### src/rtl/nvwr_pkg.sv
package nvwr_pkg;
  localparam logic [1:0] SEL_ADDR = 2'd0;
  localparam logic [1:0] SEL_DATA = 2'd1;
  localparam logic [1:0] SEL_CTRL = 2'd2;
  localparam logic [1:0] SEL_INT  = 2'd3;

  localparam int BIT_EN     = 0;
  localparam int BIT_START  = 1;
  localparam int BIT_GLOBAL = 0;
  localparam int BIT_LOCAL  = 1;
  localparam int BIT_FLAG   = 2;

  typedef struct packed {
    logic capture;
    logic commit;
  } nvStrobe_t;
endpackage

### src/rtl/nvwr_sync.sv
module nvwr_sync #(
  parameter int STAGES = 2
) (
  input  logic clk,
  input  logic rstN,
  input  logic asyncIn,
  output logic riseOut
);
  logic [STAGES-1:0] chainQ;
  logic lastQ;

  always_ff @(posedge clk or negedge rstN) begin
    if (!rstN) begin
      chainQ <= '0;
      lastQ  <= 1'b0;
    end else begin
      chainQ <= {chainQ[STAGES-2:0], asyncIn};
      lastQ  <= chainQ[STAGES-1];
    end
  end

  assign riseOut = chainQ[STAGES-1] & ~lastQ;
endmodule

### src/rtl/nvwr_ctrl.sv
module nvwr_ctrl
  import nvwr_pkg::*;
#(
  parameter int DATA_W      = 8,
  parameter int SECTOR_W    = 8,
  parameter int CTRL_SECTOR = 1,
  parameter int WRITE_TICKS = 4
) (
  input  logic                clk,
  input  logic                rstN,
  input  logic                busWe,
  input  logic [1:0]          busSel,
  input  logic [DATA_W-1:0]   busWdata,
  input  logic [SECTOR_W-1:0] sectorSel,
  input  logic                tickRise,
  input  logic                intAck,
  output nvStrobe_t           stb,
  output logic                wrEnQ,
  output logic                busyQ,
  output logic                flagQ,
  output logic                localEnQ,
  output logic                globalEnQ,
  output logic                ctrlVisible,
  output logic                intReq
);
  localparam int CNT_W = $clog2(WRITE_TICKS + 1);
  localparam logic [CNT_W-1:0] LAST_CNT = CNT_W'(WRITE_TICKS - 1);

  logic [CNT_W-1:0] tickCnt;
  logic armedQ;
  logic ctrlHit, intHit, startReq, doneNow;

  assign ctrlVisible = (sectorSel == SECTOR_W'(CTRL_SECTOR));
  assign ctrlHit  = busWe && (busSel == SEL_CTRL) && ctrlVisible;
  assign intHit   = busWe && (busSel == SEL_INT);
  assign startReq = ctrlHit && busWdata[BIT_START] && busWdata[BIT_EN] && armedQ && !busyQ;
  assign doneNow  = busyQ && tickRise && (tickCnt == LAST_CNT);

  assign stb.capture = startReq;
  assign stb.commit  = doneNow;

  always_ff @(posedge clk or negedge rstN) begin
    if (!rstN) begin
      armedQ <= 1'b0;
      wrEnQ  <= 1'b0;
      busyQ  <= 1'b0;
      tickCnt <= '0;
    end else begin
      armedQ <= ctrlHit && busWdata[BIT_EN] && !busWdata[BIT_START];
      if (ctrlHit) wrEnQ <= busWdata[BIT_EN];
      if (startReq) begin
        busyQ   <= 1'b1;
        tickCnt <= '0;
      end else if (doneNow) begin
        busyQ   <= 1'b0;
        tickCnt <= '0;
      end else if (busyQ && tickRise) begin
        tickCnt <= tickCnt + 1'b1;
      end
    end
  end

  always_ff @(posedge clk or negedge rstN) begin
    if (!rstN) begin
      flagQ     <= 1'b0;
      localEnQ  <= 1'b0;
      globalEnQ <= 1'b0;
    end else begin
      if (doneNow) flagQ <= 1'b1;
      else if (intAck) flagQ <= 1'b0;
      else if (intHit) flagQ <= flagQ & busWdata[BIT_FLAG];
      if (intAck) globalEnQ <= 1'b0;
      else if (intHit) globalEnQ <= busWdata[BIT_GLOBAL];
      if (intHit) localEnQ <= busWdata[BIT_LOCAL];
    end
  end

  assign intReq = flagQ & localEnQ & globalEnQ;


  arm_before_start_chk: assert property (@(posedge clk) disable iff (!rstN)
    $rose(busyQ) |-> $past(armedQ));

  no_blind_start_chk: assert property (@(posedge clk) disable iff (!rstN)
    $rose(busyQ) |-> $past(wrEnQ) && wrEnQ);

  done_flag_chk: assert property (@(posedge clk) disable iff (!rstN)
    $fell(busyQ) |-> flagQ);

  ack_clear_chk: assert property (@(posedge clk) disable iff (!rstN)
    intAck && !doneNow |=> !flagQ && !globalEnQ);

  req_gate_chk: assert property (@(posedge clk) disable iff (!rstN)
    intReq |-> localEnQ && globalEnQ);
endmodule

### src/rtl/nvwr_dp.sv
module nvwr_dp
  import nvwr_pkg::*;
#(
  parameter int ADDR_W = 4,
  parameter int DATA_W = 8
) (
  input  logic              clk,
  input  logic              rstN,
  input  logic              busWe,
  input  logic [1:0]        busSel,
  input  logic [DATA_W-1:0] busWdata,
  input  nvStrobe_t         stb,
  input  logic              busyQ,
  input  logic              wrEnQ,
  input  logic              flagQ,
  input  logic              localEnQ,
  input  logic              globalEnQ,
  input  logic              ctrlVisible,
  input  logic [ADDR_W-1:0] nvRdAddr,
  output logic [DATA_W-1:0] nvRdData,
  output logic [DATA_W-1:0] busRdata
);
  localparam int DEPTH = 1 << ADDR_W;

  logic [ADDR_W-1:0] addrQ, shAddrQ;
  logic [DATA_W-1:0] dataQ, shDataQ;
  logic [DATA_W-1:0] nvArray [DEPTH];

  always_ff @(posedge clk or negedge rstN) begin
    if (!rstN) begin
      addrQ   <= '0;
      dataQ   <= '0;
      shAddrQ <= '0;
      shDataQ <= '0;
    end else begin
      if (busWe && !busyQ && busSel == SEL_ADDR) addrQ <= busWdata[ADDR_W-1:0];
      if (busWe && !busyQ && busSel == SEL_DATA) dataQ <= busWdata;
      if (stb.capture) begin
        shAddrQ <= addrQ;
        shDataQ <= dataQ;
      end
    end
  end

  always_ff @(posedge clk) begin
    if (stb.commit) nvArray[shAddrQ] <= shDataQ;
  end

  assign nvRdData = nvArray[nvRdAddr];

  always_comb begin
    busRdata = '0;
    unique case (busSel)
      SEL_ADDR: busRdata[ADDR_W-1:0] = addrQ;
      SEL_DATA: busRdata = dataQ;
      SEL_CTRL: if (ctrlVisible) begin
        busRdata[BIT_EN]    = wrEnQ;
        busRdata[BIT_START] = busyQ;
      end
      SEL_INT: begin
        busRdata[BIT_GLOBAL] = globalEnQ;
        busRdata[BIT_LOCAL]  = localEnQ;
        busRdata[BIT_FLAG]   = flagQ;
      end
      default: busRdata = '0;
    endcase
  end


  shadow_hold_chk: assert property (@(posedge clk) disable iff (!rstN)
    busyQ && $past(busyQ) |-> $stable(shAddrQ) && $stable(shDataQ));

  addr_hold_chk: assert property (@(posedge clk) disable iff (!rstN)
    $past(busyQ) && busyQ |-> $stable(addrQ));
endmodule

### src/rtl/nvwr_top.sv
module nvwr_top
  import nvwr_pkg::*;
#(
  parameter int ADDR_W      = 4,
  parameter int DATA_W      = 8,
  parameter int SECTOR_W    = 8,
  parameter int CTRL_SECTOR = 1,
  parameter int WRITE_TICKS = 4
) (
  input  logic                clk,
  input  logic                rstN,
  input  logic                busWe,
  input  logic [1:0]          busSel,
  input  logic [DATA_W-1:0]   busWdata,
  output logic [DATA_W-1:0]   busRdata,
  input  logic [SECTOR_W-1:0] sectorSel,
  input  logic                slowTick,
  input  logic                intAck,
  output logic                intReq,
  output logic                busy,
  input  logic                sleepReq,
  output logic                sleepOk,
  input  logic [ADDR_W-1:0]   nvRdAddr,
  output logic [DATA_W-1:0]   nvRdData
);
  nvStrobe_t stb;
  logic tickRise, wrEnQ, busyQ, flagQ, localEnQ, globalEnQ, ctrlVisible;

  nvwr_sync #(.STAGES(2)) u_sync (
    .clk(clk), .rstN(rstN), .asyncIn(slowTick), .riseOut(tickRise));

  nvwr_ctrl #(.DATA_W(DATA_W), .SECTOR_W(SECTOR_W), .CTRL_SECTOR(CTRL_SECTOR),
              .WRITE_TICKS(WRITE_TICKS)) u_ctrl (
    .clk(clk), .rstN(rstN), .busWe(busWe), .busSel(busSel), .busWdata(busWdata),
    .sectorSel(sectorSel), .tickRise(tickRise), .intAck(intAck), .stb(stb),
    .wrEnQ(wrEnQ), .busyQ(busyQ), .flagQ(flagQ), .localEnQ(localEnQ),
    .globalEnQ(globalEnQ), .ctrlVisible(ctrlVisible), .intReq(intReq));

  nvwr_dp #(.ADDR_W(ADDR_W), .DATA_W(DATA_W)) u_dp (
    .clk(clk), .rstN(rstN), .busWe(busWe), .busSel(busSel), .busWdata(busWdata),
    .stb(stb), .busyQ(busyQ), .wrEnQ(wrEnQ), .flagQ(flagQ), .localEnQ(localEnQ),
    .globalEnQ(globalEnQ), .ctrlVisible(ctrlVisible), .nvRdAddr(nvRdAddr),
    .nvRdData(nvRdData), .busRdata(busRdata));

  assign busy    = busyQ;
  assign sleepOk = sleepReq & ~busyQ;


  sleep_hold_chk: assert property (@(posedge clk) disable iff (!rstN)
    busy |-> !sleepOk);
endmodule

### config.mk
export PLATFORM = sky130hd
export DESIGN_NAME = nvwr_top
export DESIGN_NICKNAME = d
export VERILOG_FILES = /design/src/rtl/nvwr_pkg.sv /design/src/rtl/nvwr_sync.sv /design/src/rtl/nvwr_ctrl.sv /design/src/rtl/nvwr_dp.sv /design/src/rtl/nvwr_top.sv
export SDC_FILE = /design/constraint.sdc
export NUM_CORES = 1
export LEC_CHECK = 0
export BUFFER_PORTS_ARGS = -buffer_cell sky130_fd_sc_hd__buf_4
export CORE_MARGIN = 1.5
export CORE_UTILIZATION = 60
export CTS_BUF_LIST = sky130_fd_sc_hd__clkbuf_4 sky130_fd_sc_hd__clkbuf_8
export CTS_CLUSTER_SIZE = 30
export DETAILED_ROUTE_END_ITERATION = 8
export GPL_TIMING_DRIVEN = 0
export MAX_ROUTING_LAYER = met4
export PLACE_DENSITY = 0.81
export SKIP_CTS_REPAIR_TIMING = 1
export SYNTH_ARGS = -nofsm -noshare
export SYNTH_HDL_FRONTEND = slang
export SYNTH_SLANG_ARGS = --single-unit
export TNS_END_PERCENT = 20
### constraint.sdc
create_clock -name clk -period 6.4 [get_ports clk]
set_input_delay 0.32 -clock clk [delete_from_list [all_inputs] [get_ports clk]]
set_output_delay 0.32 -clock clk [all_outputs]
set_load 0.02 [all_outputs]
Word level (Yosys, flattened, before mapping)
Memories as Yosys holds them, arrays and structs flattened.
Cells that the tools add are included.
Storage, ports and cells
  register bits: 36
  bits in latches: 0
  RAM bits: 128
  memory bits (read-only): 0
  bits of input ports: 28
  output and inout port bits: 19
  memories: 1
Memory list
  u_dp.nvArray: words 16, width 8, read ports 1, clocked after Yosys merged registers in 0, wr ports 1, RTL line nvwr_dp.sv:27  | logic [DATA_W-1:0] nvArray [DEPTH];
Operators by class
  $add $sub $neg: 1
  $mul: 0
  divide/modulo/power cells: 0
  order comparisons: 0
  equality and inequality tests: 5
  shifts and indexed selects: 0
  muxes and demuxes: 17
  bitwise logic cells: 7
  reductions and logical operators: 21
Operators with widths (count)
  logical AND 1 bit: 14
  two-way mux 1 bit: 9
  two-way mux 3 bit: 3
  == test 8 x 1 -> 1 bit, second input constant: 1
  one-hot mux 2 bit (4 select lines): 1
  nonzero test 3 bit: 2
  AND 1 bit: 5
  == test 2 bit, second input constant: 2
  two-way mux 4 bit: 1
  nonzero test 2 bit: 2
  adder 3 x 1 -> 3 bit, second input constant: 1
  == test 3 x 2 -> 1 bit, second input constant: 1
  one-hot mux 1 bit (3 select lines): 1
  == test 2 x 1 -> 1 bit, second input constant: 1
  zero test 1 bit: 2
  zero test 2 bit: 1
  two-way mux 2 bit: 1
  inverter 1 bit: 2
  one-hot mux 1 bit (2 select lines): 1

Longest topological paths before layout
  word-level depth: 8
  mapped depth: 6

Cells and area by module
A second synthesis with hierarchy kept.
Unflattened totals
  cells, all modules: 342
  area total of the unflattened synthesis: 6641.4 µm²
By module, submodules not included
  nvwr_dp: times used 1, cells each 295, area an instance 6033.3 µm², seq. area each 4444.3 µm²
  nvwr_ctrl: times used 1, cells each 42, area an instance 505.5 µm², seq. area each 225.2 µm²
  nvwr_sync: times used 1, cells each 4, area an instance 88.8 µm², seq. area each 75.1 µm²
  nvwr_top: times used 1, cells each 1, area an instance 13.8 µm², seq. area each 0.0 µm²

Least setup slack after synthesis
No wires, ideal clock.
  kind: register to register
  start point: register u_ctrl.busyQ
  end point: memory u_dp.nvArray[1][0], enable pin
  library setup time: 0.395 ns
  data arrival time: 1.790 ns
  path slack: 4.215 ns
  stages on the path, launching flop included: 5
  clock period less this slack: 2.185 ns
  cell sequence: dfrtp_1 > nand3b_1 > nor2_1 > nand2_1 > nor4_1
On the way
  word-level cells in the longest chain between the ends: 4
RTL lines
  start: declaration: RTL line nvwr_ctrl.sv:19  | output logic busyQ,
  start signal: assignment: RTL line nvwr_ctrl.sv:46  | busyQ <= 1'b0;
  start signal: assignment: RTL line nvwr_ctrl.sv:52  | busyQ <= 1'b1;
  start signal: assignment: RTL line nvwr_ctrl.sv:55  | busyQ <= 1'b0;
  logical AND 1 bit (2 in a row): RTL line nvwr_ctrl.sv:37  | assign doneNow = busyQ && tickRise && (tickCnt == LAST_CNT);
  two-way mux 1 bit: RTL line nvwr_dp.sv:46  | if (stb.commit) nvArray[shAddrQ] <= shDataQ;
  two-way mux 1 bit (implied by the code): RTL line nvwr_dp.sv:46
  end: declaration: RTL line nvwr_dp.sv:27
No other way between the ends.

Final worst setup path
  start point: register u_ctrl.busyQ
  end point: memory u_dp.nvArray[9][5], enable pin
Same word-level chain as after synthesis.

==> summary.md <==
| Metric | Value |
|---|---|
| Fin cells | 562 |
| CTS H-tree depth | 4 |
| Clock-pin slew on the worst setup and hold paths | 80 ps |
| Fin crit share | 40.20% |
| Syn Inst Count | 346 |
| CTS tree | built |
| Area leader, netlist | edfxtp_1 |
| Core area | 10420 um^2 |
| Setup Slack @ Placement | 3644 ps |
| Syn Area/Cell | 18.80 um^2 |
| Longest Clk Path Bufs | 2 |
| Static Leak | 2.340 nW |
| EDFF count, synth | 128 |
| Initial antenna violation count | 0 |
| Detailed Route WL | 12870 um |
| Largest net degree at the start of global routing | 37 |
| Routability Congestion | 0.8236 |
| Outcome | finished clean |
| Synth-to-Final Area Change | 14.97% |
| Inst Count DP | 528 |
| Tightest Hold Check Type | input port to register |
| Yosys top cell area share | 59.10% |
| Critical Path Sink Type | register |
| Slew @ Worst Pin | 1350 ps |
| Most frequent cells after synthesis | edfxtp_1 (128), dfrtp_1 (36), mux4_2 (32) |
| Slew HR | 9.292% |
| Vias in the first global route | 3552 |
| Final clock skew | 10.45 ps |
| Post-route cell area | 7477 um^2 |
| Clock sink count | 164 |
| Nets | 442 |
| Gr ovfl total | 0 |
| Seq pwr share | 56.9% |
| P_int | 1.616 mW |
| Gate power share | 5.5% |
| Via density per instance | 6.098 |
| First-pass GRT wire length | 20090 um |
| RSZ-0062 raised after global routing | no |
| Die width | 107.1 um |
| Die area | 11470 um^2 |
| Asr flop ratio synth | 21.95% |
| Site Rows | 37 |
| Max_cap viols | 0 |
| Pre-antenna DRT Iters | 4 |
| Startpoint Class | register |
| Top-count cell post-synth | edfxtp_1 |
| Flop and latch count out of synthesis | 164 |
| Fraction of layout cells with a size suffix above 1 | 34.98% |
| Sequential area share after synthesis | 72.95% |
| Final Worst Setup Slack | 3827 ps |
| Final Hold Viols | 0 |
| Setup_tns | 0 ps |
| Inserted Clock Buffers | 17 |
| Arr. time, crit path | 2630 ps |
| Worst path required time | 6450 ps |
| IO Pins | 47 |
| Mapped Nets | 375 |
| YS warnings | 0 |
| Top_reg_cell synth | edfxtp_1 |
| Synthesized area | 6504 um^2 |
| Clock Latency Late Sink | 450 ps |
| DR vias | 3427 |
| Final hold slack | 21.94 ps |
| Initial core utilization | 62.44% |
| Synth top area cells | edfxtp_1 (59%), dfrtp_1 (14%), mux4_2 (11%) |
| Fin crit period | 2573 ps |
| Final core utilization | 71.78% |
| Fillers | 632 |
| Switching power | 0.4323 mW |
| Peak VDD IR | 0.1741 mV |
| Peak Freq | 0.3887 GHz |
| Initial drt markers | 288 |
| Cell Area, Placed | 7025 um^2 |
| Antenna Cells | 0 |
| Clk pwr share | 37.7% |
| Tot Pwr | 2.048 mW |
| DRT antenna net count | 0 |
| Drt wl/cell | 22.91 um |
| DRC | 0 |
| Unique masters post-synth | 35 |
| Post-DP HPWL | 8468 um |
| Critical path peak fanout | 8 |
| Sw frac | 21.10% |
| Number of buffers added on ports | 45 |
| # setup viols final | 0 |
| CTS Root Cell | clkbuf_8 |
| PwrDens | 274.0 nW/um^2 |
| GRT Total Usage | 25.66% |
| Chip height | 107.1 um |
| Critical path class | register to register |
| Slew Limit Fails | 0 |
## sequential cells by signal, summed over array words and instances (netlist names)
| signal | count |
|---|---|
| u_dp.dataQ | 8 |
| u_ctrl.localEnQ | 1 |
| u_dp.shDataQ | 8 |
| u_ctrl.armedQ | 1 |
| u_ctrl.globalEnQ | 1 |
| u_ctrl.flagQ | 1 |
| u_dp.nvArray | 128 |
| u_dp.shAddrQ | 4 |
| u_ctrl.wrEnQ | 1 |
| u_ctrl.busyQ | 1 |
| u_ctrl.tickCnt | 3 |
| u_dp.addrQ | 4 |
| u_sync.lastQ | 1 |
| u_sync.chainQ | 2 |
## cells in the final DEF (no fill, tap or decap), types with 2 or more instances in the layout
master         count
clkbuf_1           8
dlygate4sd3_1      2
mux2_4             6
a21oi_1            4
clkinv_4           2
nand3_1            3
mux2_2            21
clkbuf_4           3
bufinv_16          3
edfxtp_1         128
nor2b_1            6
buf_4             46
buf_2              3
and2_1             5
dfrtp_1           36
mux2i_1            2
a22oi_1           16
nand2b_1           5
nor3_1             8
clkinvlp_4         4
o21ai_0            3
nand2_1           21
clkbuf_8          18
mux4_2            32
and3_1             2
buf_1              2
nor3_2             2
nor2_1            17
nand3b_1           2
## power by group through the flow
stage | logic [mW] | registers [mW] | clock network (mW)
CTS | 0.113 | 1.16 | 0.781
floorplan | 0.0656 | 1.18 | 0
detailed placement | 0.112 | 1.19 | 0
global placement | 0.110 | 1.19 | 0
global route | 0.121 | 1.17 | 0.826
finish | 0.112 | 1.16 | 0.771
## critical path, cell delays in order, from the launching register on
cell,delay [ps]
dfrtp_1,470
nand3b_1,180
nor2_1,270
nand3_1,200
nor3_1,1060
## per-layer routing
metal	track usage, %	wire length (um)	up-vias
li1	-	-	1508
met1	32.68	5097	1759
met2	40.58	6686	142
met3	6.565	833	18
met4	9.238	257	0
met5	-	0	-
## worst paths after layout
| check | startpoint | end | slack, ps | cells after the start |
|---|---|---|---|---|
| min in group asynchronous | rstN | u_dp.dataQ[7] | 360 | 2 |
| max in group asynchronous | rstN | u_ctrl.tickCnt[1] | 5700 | 2 |
| worst max-delay path | u_ctrl.busyQ | u_dp.nvArray[9][5] | 3830 | 4 |
| worst min register to register | u_sync.chainQ[0] | u_sync.chainQ[1] | 370 | 0 |
| worst max register to register | u_ctrl.busyQ | u_dp.nvArray[9][5] | 3830 | 4 |
| worst min-delay path | intAck | u_ctrl.globalEnQ | 20 | 2 |
## logic make-up (layout without fill, tap and decap cells)
| kind of cell | Yosys count | count (layout) | synth area share [%] |
|---|---|---|---|
| flops | 164 | 164 | 72.95 |
| simple gates | 78 | 78 | 6.329 |
| mux | 61 | 61 | 16.41 |
| compound gates | 26 | 26 | 2.770 |
| buf+inv | 16 | 96 | 1.347 |
| fa+ha+maj | 1 | 1 | 0.1924 |
## layout make-up
type,count,area (um^2),area share [%]
Buffer,15,83.83,1.121
Clock buffer,21,270.3,3.614
Timing Repair Buffer,48,365.4,4.886
Tap cell,136,170.2,2.276
Clock inverter,11,151.4,2.025
Multi-Input combinational cell,166,1688,22.57
Inverter,1,3.754,0.05020
Sequential cell,164,4745,63.45
No activity file was read; power rests on OpenSTA's default activity.
